===== config.mk =====
export PLATFORM = sky130hd
export DESIGN_NAME = spatial_dither
export DESIGN_NICKNAME = d
export VERILOG_FILES = /design/src/rtl/dither_pkg.sv /design/src/rtl/dither_ctrl.sv /design/src/rtl/dither_datapath.sv /design/src/rtl/spatial_dither.sv
export SDC_FILE = /design/constraint.sdc
export NUM_CORES = 1
export LEC_CHECK = 0
export CORE_AREA = 2 2 143 110
export CTS_CLUSTER_DIAMETER = 30
export DETAILED_ROUTE_END_ITERATION = 8
export DIE_AREA = 0 0 145 112
export DONT_BUFFER_PORTS = 1
export GPL_TIMING_DRIVEN = 0
export PLACE_DENSITY = 0.8
export SLEW_MARGIN = 20
export SYNTH_ARGS = -nofsm -noshare
export SYNTH_HDL_FRONTEND = slang
export SYNTH_SLANG_ARGS = --single-unit

===== constraint.sdc =====
create_clock -name clk -period 9.9 [get_ports clk]
set_clock_uncertainty 0.05 [all_clocks]
set_input_delay 0.99 -clock clk [delete_from_list [all_inputs] [get_ports clk]]
set_output_delay 0.99 -clock clk [all_outputs]
set_load 0.01 [all_outputs]

===== src/rtl/dither_pkg.sv =====
package dither_pkg;
  localparam int MIX_W = 4;

  typedef struct packed {
    logic             load;
    logic             advance;
    logic             active;
    logic             deep;
    logic             highPass;
    logic             shared;
    logic [MIX_W-1:0] mix;
  } ditherCtl_t;
endpackage


===== src/rtl/dither_ctrl.sv =====
module dither_ctrl
  import dither_pkg::*;
#(
  parameter int FRAME_MAX = 15
) (
  input  logic       clk,
  input  logic       rstN,
  input  logic       ditherEn,
  input  logic [1:0] depthSel,
  input  logic       rgbRandom,
  input  logic       frameRandom,
  input  logic       highPass,
  input  logic       frameStart,
  input  logic       pixValid,
  output ditherCtl_t ctl
);
  logic             enQ;
  logic [MIX_W-1:0] frameCnt;

  always_ff @(posedge clk) begin
    if (!rstN) begin
      enQ      <= 1'b0;
      frameCnt <= '0;
    end else begin
      enQ <= ditherEn;
      if (!frameRandom)
        frameCnt <= '0;
      else if (ditherEn && frameStart)
        frameCnt <= (frameCnt == MIX_W'(FRAME_MAX)) ? '0 : frameCnt + 1'b1;
    end
  end

  always_comb begin
    ctl.load     = ditherEn && (!enQ || (frameRandom && frameStart));
    ctl.advance  = ditherEn && pixValid;
    ctl.active   = ditherEn && !depthSel[1];
    ctl.deep     = (depthSel != 2'd0);
    ctl.highPass = highPass;
    ctl.shared   = !rgbRandom;
    ctl.mix      = frameRandom ? frameCnt : '0;
  end
endmodule


===== src/rtl/dither_datapath.sv =====
module dither_datapath
  import dither_pkg::*;
#(
  parameter int IN_W      = 12,
  parameter int OUT_W     = 8,
  parameter int LOW_W     = 6,
  parameter int LFSR_W    = 28,
  parameter int MIX_SHIFT = 4,
  parameter int TAP_R     = 3,
  parameter int TAP_G     = 9,
  parameter int TAP_B     = 13
) (
  input  logic              clk,
  input  logic              rstN,
  input  ditherCtl_t        ctl,
  input  logic              pixValid,
  input  logic [IN_W-1:0]   pixR,
  input  logic [IN_W-1:0]   pixG,
  input  logic [IN_W-1:0]   pixB,
  input  logic [LFSR_W-1:0] seedR,
  input  logic [LFSR_W-1:0] seedG,
  input  logic [LFSR_W-1:0] seedB,
  output logic              outValid,
  output logic [OUT_W-1:0]  outR,
  output logic [OUT_W-1:0]  outG,
  output logic [OUT_W-1:0]  outB
);
  localparam int SUM_W      = IN_W + 1;
  localparam int DEEP_DROP  = IN_W - OUT_W;
  localparam int SHAL_DROP  = IN_W - LOW_W;
  localparam int SH_W       = $clog2(IN_W + 1);

  logic [2:0][IN_W-1:0]   pix;
  logic [2:0][LFSR_W-1:0] seed;
  logic [2:0][LFSR_W-1:0] state;
  logic [2:0][OUT_W-1:0]  res;
  logic [SUM_W-1:0]       mask;
  logic [SUM_W-1:0]       unitVal;
  logic [SH_W-1:0]        dropAmt;

  assign pix  = {pixB, pixG, pixR};
  assign seed = {seedB, seedG, seedR};

  always_comb begin
    dropAmt = ctl.deep ? SH_W'(DEEP_DROP) : SH_W'(SHAL_DROP);
    unitVal = SUM_W'(1) << dropAmt;
    mask    = unitVal - SUM_W'(1);
  end

  for (genvar ch = 0; ch < 3; ch++) begin : g_chan
    localparam int TAP = (ch == 0) ? TAP_R : (ch == 1) ? TAP_G : TAP_B;
    logic [LFSR_W-1:0] mixed, loadVal, stepped, src;
    logic [SUM_W-1:0]  curBits, prevBits, shaped, noise, sum;
    logic [IN_W-1:0]   clipped;

    assign mixed   = seed[ch] ^ (LFSR_W'(ctl.mix) << MIX_SHIFT);
    assign loadVal = (mixed == '0) ? LFSR_W'(1) : mixed;
    assign stepped = {state[ch][LFSR_W-2:0], state[ch][LFSR_W-1] ^ state[ch][TAP-1]};

    always_ff @(posedge clk) begin
      if (!rstN)            state[ch] <= LFSR_W'(1);
      else if (ctl.load)    state[ch] <= loadVal;
      else if (ctl.advance) state[ch] <= stepped;
    end

    always_comb begin
      src      = ctl.shared ? state[0] : state[ch];
      curBits  = src[SUM_W-1:0] & mask;
      prevBits = src[SUM_W:1] & mask;
      shaped   = (curBits + unitVal - prevBits) >> 1;
      if (!ctl.active)       noise = '0;
      else if (ctl.highPass) noise = shaped;
      else                   noise = curBits;
      sum      = {1'b0, pix[ch]} + noise;
      clipped  = sum[SUM_W-1] ? '1 : sum[IN_W-1:0];
      res[ch]  = OUT_W'(clipped >> dropAmt);
    end
  end

  always_ff @(posedge clk) begin
    if (!rstN) begin
      outValid <= 1'b0;
      outR     <= '0;
      outG     <= '0;
      outB     <= '0;
    end else begin
      outValid <= pixValid;
      outR     <= res[0];
      outG     <= res[1];
      outB     <= res[2];
    end
  end
endmodule


===== src/rtl/spatial_dither.sv =====
module spatial_dither
  import dither_pkg::*;
#(
  parameter int IN_W      = 12,
  parameter int OUT_W     = 8,
  parameter int LOW_W     = 6,
  parameter int LFSR_W    = 28,
  parameter int FRAME_MAX = 15
) (
  input  logic              clk,
  input  logic              rstN,
  input  logic              ditherEn,
  input  logic [1:0]        depthSel,
  input  logic              rgbRandom,
  input  logic              frameRandom,
  input  logic              highPass,
  input  logic [LFSR_W-1:0] seedR,
  input  logic [LFSR_W-1:0] seedG,
  input  logic [LFSR_W-1:0] seedB,
  input  logic              frameStart,
  input  logic              pixValid,
  input  logic [IN_W-1:0]   pixR,
  input  logic [IN_W-1:0]   pixG,
  input  logic [IN_W-1:0]   pixB,
  output logic              outValid,
  output logic [OUT_W-1:0]  outR,
  output logic [OUT_W-1:0]  outG,
  output logic [OUT_W-1:0]  outB
);
  ditherCtl_t ctl;

  dither_ctrl #(.FRAME_MAX(FRAME_MAX)) i_ctrl (
    .clk(clk), .rstN(rstN), .ditherEn(ditherEn), .depthSel(depthSel),
    .rgbRandom(rgbRandom), .frameRandom(frameRandom), .highPass(highPass),
    .frameStart(frameStart), .pixValid(pixValid), .ctl(ctl)
  );

  dither_datapath #(
    .IN_W(IN_W), .OUT_W(OUT_W), .LOW_W(LOW_W), .LFSR_W(LFSR_W)
  ) i_datapath (
    .clk(clk), .rstN(rstN), .ctl(ctl), .pixValid(pixValid),
    .pixR(pixR), .pixG(pixG), .pixB(pixB),
    .seedR(seedR), .seedG(seedG), .seedB(seedB),
    .outValid(outValid), .outR(outR), .outG(outG), .outB(outB)
  );
endmodule


* After elaboration in Yosys (flattened, before gate mapping)
Index checks and enable logic that the tools add are counted.
** Word-level totals
- Bits of input ports :: 130
- Output and inout port bits :: 25
- Bits in registers :: 114
- Logic and storage cells :: 74
** Cells by class
- Eq/ne operators :: 1
- Muxes and demuxes :: 23
- Reductions and logical operators :: 14
- Add/sub/neg operators :: 11
- Shift-type cells :: 4
- Bitwise operators :: 12
** Operators with widths (number)
- $mux W28 :: 9
- $logic_not A28 Y1 :: 3
- $xor A28 B8 Y28 :: 3
- $and A13 B13 Y13 :: 6
- $mux W13 :: 6
- $add A12 B13 Y13 :: 3
- $add A13 B13 Y13 :: 3
- $sub A13 B13 Y13 :: 3
- $mux W12 :: 3
- $shr A12 B4 Y8 :: 3
- $mux W14 :: 2
- $shl A1 B4 Y13 const A :: 1
- $sub A13 B1 Y13 const B :: 1
- $mux W4 :: 2
- $logic_and A1 B1 Y1 :: 5
- $add A4 B1 Y4 const B :: 1
- $eq A4 B4 Y1 const B :: 1
- $reduce_bool A2 Y1 :: 2
- $xor A1 B1 Y1 :: 3
- $logic_not A1 Y1 :: 2
- $mux W2 :: 1
- $reduce_and A2 Y1 :: 1
- $logic_or A1 B1 Y1 :: 1

* Logic depth before layout (Yosys ltp)
- Word-level depth :: 12
- Gate-level depth with buffers :: 23
- Gate-level depth less buffers :: 20

* Cells and area by module
Synthesis repeated with hierarchy kept, for this count alone.
** Second synthesis, totals
- Cells, all modules :: 984
- Area, all modules :: 7833.8 µm²
** Modules (own cells, without submodules)
- dither_datapath :: cells each 949, sequential area each 2182.1 µm², area each 7559.8 µm², times used 1
- dither_ctrl :: cells each 35, sequential area each 100.1 µm², area each 274.0 µm², times used 1

* Least setup slack after synthesis
OpenSTA, ideal clock, no wires.
- Path kind :: input-to-reg
- From :: input depthSel[0]
- To :: register i_datapath.outB[3]
- Setup time :: 138 ps
- Setup slack :: 4303 ps
- Path buffers :: 2
- Arrival time :: 5410 ps
- Data required time :: 9712 ps
- Stages on the path :: 19
- Cells stage by stage :: nor2_1 -> inv_1 -> clkbuf_1 -> buf_1 -> nor2_1 -> ha_1 -> xnor2_1 -> ha_1 -> nor2b_1 -> mux2i_1 -> a2111oi_0 -> ha_1 -> a21o_1 -> a2111oi_0 -> a211oi_1 -> a31oi_2 -> nor2_1 -> o311ai_1 -> o221ai_1
** On the way
- Longest elaborated chain between the ends :: 12
- Elaborated cells between the ends (all ways) :: 13
- Classes of those cells :: add/sub (4); shift (2); mux (4); bitwise (2); reduce/logical (1)
** RTL lines
- start, declared :: RTL line spatial_dither.sv:13 : input logic [1:0] depthSel,
- $reduce_bool A2 Y1 (*) :: RTL line dither_ctrl.sv:37 : ctl.deep = (depthSel != 2'd0);
- $mux W2 (*) :: RTL line dither_datapath.sv:45 : dropAmt = ctl.deep ? SH_W'(DEEP_DROP) : SH_W'(SHAL_DROP);
- $shl A1 B4 Y13 :: RTL line dither_datapath.sv:46 : unitVal = SUM_W'(1) << dropAmt;
- $sub A13 B1 Y13 :: RTL line dither_datapath.sv:47 : mask = unitVal - SUM_W'(1);
- $and A13 B13 Y13 :: RTL line dither_datapath.sv:68 : curBits = src[SUM_W-1:0] & mask;
- $add A13 B13 Y13 :: RTL line dither_datapath.sv:70 : shaped = (curBits + unitVal - prevBits) >> 1;
- $sub A13 B13 Y13 :: RTL line dither_datapath.sv:70
- $mux W13 :: RTL line dither_datapath.sv:72 : else if (ctl.highPass) noise = shaped;
- $mux W13 :: RTL line dither_datapath.sv:71 : if (!ctl.active) noise = '0;
- $add A12 B13 Y13 :: RTL line dither_datapath.sv:74 : sum = {1'b0, pix[ch]} + noise;
- $mux W12 :: RTL line dither_datapath.sv:75 : clipped = sum[SUM_W-1] ? '1 : sum[IN_W-1:0];
- $shr A12 B4 Y8 (*) :: RTL line dither_datapath.sv:76 : res[ch] = OUT_W'(clipped >> dropAmt);
- end signal, assigned :: RTL line dither_datapath.sv:90 : outB <= res[2];
- end, declared :: RTL line dither_datapath.sv:26 : output logic [OUT_W-1:0] outB
Every way passes the cells marked *; elsewhere a longest branch is shown, timed or not.
A chain may end at the register's enable or synchronous reset.

* Worst setup path in the final report
Ends and elaborated chain as after synthesis.

==> flow_summary.toml <==
[run_status]
status = "completed"

[yosys]
synth_area_leaders = "dfxtp_1, ha_1, a311oi_1, nor2_1, nand3_1"
syn-instance-count = 1079
mappedNetlistArea_um2 = 8290
avgSynthCellArea_um2 = 7.68
yosys.area.top_type = "dfxtp_1"
synth_cell_type_count = 76
synth_top_area_frac = 0.275
ys_seq_area_frac = 0.275
ys_seq_elements = 114
synth-edff-count = 0
synth_ff_type = "dfxtp_1"
async_flop_share = 0
ys_warn_count = 0

[timing]
hold_viol_final = 0
final-setup-viol-count = 0
worst_pin_slew_ns = 0.919
finalSetupTns_ns = 0
max_freq_mhz = 152
fin_crit_sh = 0.665
hold_slack_ns = 0.430
max_slew_margin = 0.385
period_needed_ns = 6.58
rsz0062_at_grt = "false"
finalWorstSetupSlack_ns = 3.32
slew_viol_final = 0

[global_routing]
grt_max_degree = 17
grt_pass1_vias = 8233
antenna_found_initial = 1
overflow = 0
grt_pass1_wl_um = 40900
grtUsageTotal = 0.311

[clock_tree]
clkSinkCount = 114
cts-buffers-inserted = 17
cts_buffer_depth = 2
cts_root_buffer = "clkbuf_16"
insertion_delay_ns = 0.43
cts_hold_buf = 0
cts_tree = "built"
path_clk_slew_ns = 0.06
cts-resized-gates = 0
postCtsSetupBuffers = 0
htree_levels = 4

[setup_path]
criticalPathCategory = "input port to flop"
critical_path_arrival_ns = 6.82
cpPeakStageDelay_ns = 0.69
cp.required_ns = 10.14
critPathTopFamily = "compound AO/OA/AOI/OAI gates"
cp_max_fo = 11
cp-end-kind = "flop"
startpoint_type = "input port"
cp_num_buf_inv = 3
crit_chain = "nor2_1 -> inv_1 -> clkbuf_1 -> buf_1 -> nor2_1 -> ha_1 -> xnor2_1 -> ha_1 -> nor2b_1 -> mux2i_1 -> a2111oi_0 -> ha_1 -> a21o_1 -> a2111oi_0 -> a211oi_1 -> a31oi_2 -> nor2_1 -> o311ai_1 -> o221ai_1"
critPathSlowestCell = "nor2_1"

[power_and_ir_drop]
p_int_w = 0.000978
seq_power_share = 0.369
ir_drop_v = 0.000120
p_clk_frac = 0.398
total_power_w = 0.00144
comb_power_share = 0.233
swShare = 0.321
power_density_nw_per_um2 = 158
switchingPower_w = 0.000463
p_leak_nw = 3.52

[die]
chipWidth_um = 145
initial_core_util = 0.557
dieArea_um2 = 16200
die_h_um = 112
fp-row-count = 39
coreArea_um2 = 14900
io_pins = 155

[drt]
wl_um = 25300
ant_nets = 0
dr.pass1.iters = 6
drc = 0
drt_iter0_drc = 862
viasPerCell = 6.52
num_vias = 8629
routedWlPerCell_um = 19.1

[cells_and_area]
fill_cells = 1319
nNetsFinal = 1305
final_area_um2 = 9110
syn_to_final_growth_pct = 9.98
post_route_cells_drive_above_1_share = 0.0456
seq_area_um2 = 2280
multiInputGateArea_um2 = 5590

[place]
hpwlAfterDp_um = 18900
post-place-ws_ns = 3.04
io_buffers = 0
place_area_um2 = 8580
gp_congestion = 0.961

[flow_run]
max-cap-violations = 0

[hold_path]
hold_path_class = "flop to flop"
stage by stage:
| step | cells | utilization |
|---|---|---|
| 5_1_grt | 1324 | 0.612 |
| 6_report | 1324 | 0.612 |
| 3_5_place_dp | 1293 | 0.576 |
| 2_1_floorplan | 1088 | - |
| 3_3_place_gp | 1293 | 0.576 |
| 4_1_cts | 1323 | 0.612 |
power by group through the flow:
stage	Combinational (W)	Clock (W)	Sequential (W)
3_3_place_gp	0.000317	0	0.000539
3_5_place_dp	0.000325	0	0.000540
5_1_grt	0.000374	0.000594	0.000535
2_1_floorplan	0.000261	0	0.000532
6_report	0.000336	0.000573	0.000532
4_1_cts	0.000329	0.000571	0.000531
sequential cells by signal, summed over array words and instances, names as in the netlist:
register	flops
i_datapath.g_chan.stepped	54
i_datapath.g_chan.src	28
i_datapath.outB	8
i_datapath.outG	8
i_datapath.outR	8
i_ctrl.frameCnt	4
i_datapath.state	2
i_ctrl.enQ	1
i_datapath.outValid	1
kinds of logic (layout without fill, tap and decap cells):
logic type,Yosys count,in the layout,share of synthesized area
AND/OR/NAND/NOR,441,441,0.249
AO/OA/AOI/OAI,288,288,0.264
other,1,11,0.000453
XOR/XNOR,41,41,0.0433
adder cells (fa/ha/maj),68,68,0.103
multiplexers,9,9,0.0112
flip-flops,114,114,0.275
buffers and inverters,117,147,0.0544
cells in the mapped netlist (4+ instances only):
cell and instances:
nor2_1 125, nand2_1 116, dfxtp_1 114, nand3_1 87, a311oi_1 78, ha_1 68
clkbuf_1 64, a21oi_1 51, inv_1 40, a211oi_1 33, xnor2_1 24, nor3_1 23
o21ai_0 20, nor4_1 19, xor2_1 17, a21o_1 15, a31oi_1 14, and3_1 14
o21a_1 10, and2_1 8, buf_1 7, mux2i_1 7, nor2b_1 7, or3_1 7
nand4_1 6, o31ai_1 6, nand3b_1 5, o31a_1 5, a211o_1 4, o21bai_1 4
o311a_1 4, o311ai_1 4
path summary, 6_finish.rpt:
path,start,end,slack [ns],depth (start not counted)
worst max-delay path,depthSel[0],i_datapath.outB[3]$_SDFF_PN0_,3.32,19
worst min-delay path,i_datapath.g_chan[0].src[13]$_SDFFE_PN0P_,i_datapath.g_chan[0].src[13]$_SDFFE_PN0P_,0.43,2
worst max register to register,i_datapath.g_chan[0].src[3]$_SDFFE_PN0P_,i_datapath.outB[3]$_SDFF_PN0_,4.75,20
worst min register to register,i_datapath.g_chan[0].src[13]$_SDFFE_PN0P_,i_datapath.g_chan[0].src[13]$_SDFFE_PN0P_,0.43,2
layout make-up:
class                           instances  share of cell area
Multi-Input combinational cell        857               0.613
Sequential cell                       114               0.250
Clock buffer                           19              0.0486
Buffer                                 75              0.0321
Tap cell                              205              0.0281
Inverter                               42              0.0173
Clock inverter                         11              0.0100
Antenna cell                            1            0.000275
cell usage in the layout, fill, tap and decap left out, types with 19 or more instances in the layout:
cell,synthesis,final
a211oi_1,33,33
a21oi_1,51,51
a311oi_1,78,78
clkbuf_1,64,65
dfxtp_1,114,114
ha_1,68,68
inv_1,40,40
nand2_1,116,116
nand3_1,87,87
nor2_1,125,125
nor3_1,23,23
nor4_1,19,19
o21ai_0,20,20
xnor2_1,24,24
per-layer routing:
layer | wire length, um | vias up | share of wire | GRT usage
met2 | 10700 | 491 | 0.42 | 0.457
met1 | 10600 | 3987 | 0.42 | 0.420
met5 | 0 | - | 0 | 0
met3 | 3070 | 71 | 0.12 | 0.0971
met4 | 952 | 0 | 0.038 | 0.139
li1 | - | 4080 | - | -
worst reg2reg max path: cells and delay by family (launching register included):
kind / cells / cell delay, ns
AOI/OAI and AO/OA: 10 / 2.66
adders and majority gates: 3 / 0.98
and+or+nand+nor: 3 / 0.47
DFF: 1 / 0.45
buffers and inverters: 3 / 0.26
muxes: 1 / 0.13
No activity file was read; power rests on OpenSTA's default activity.
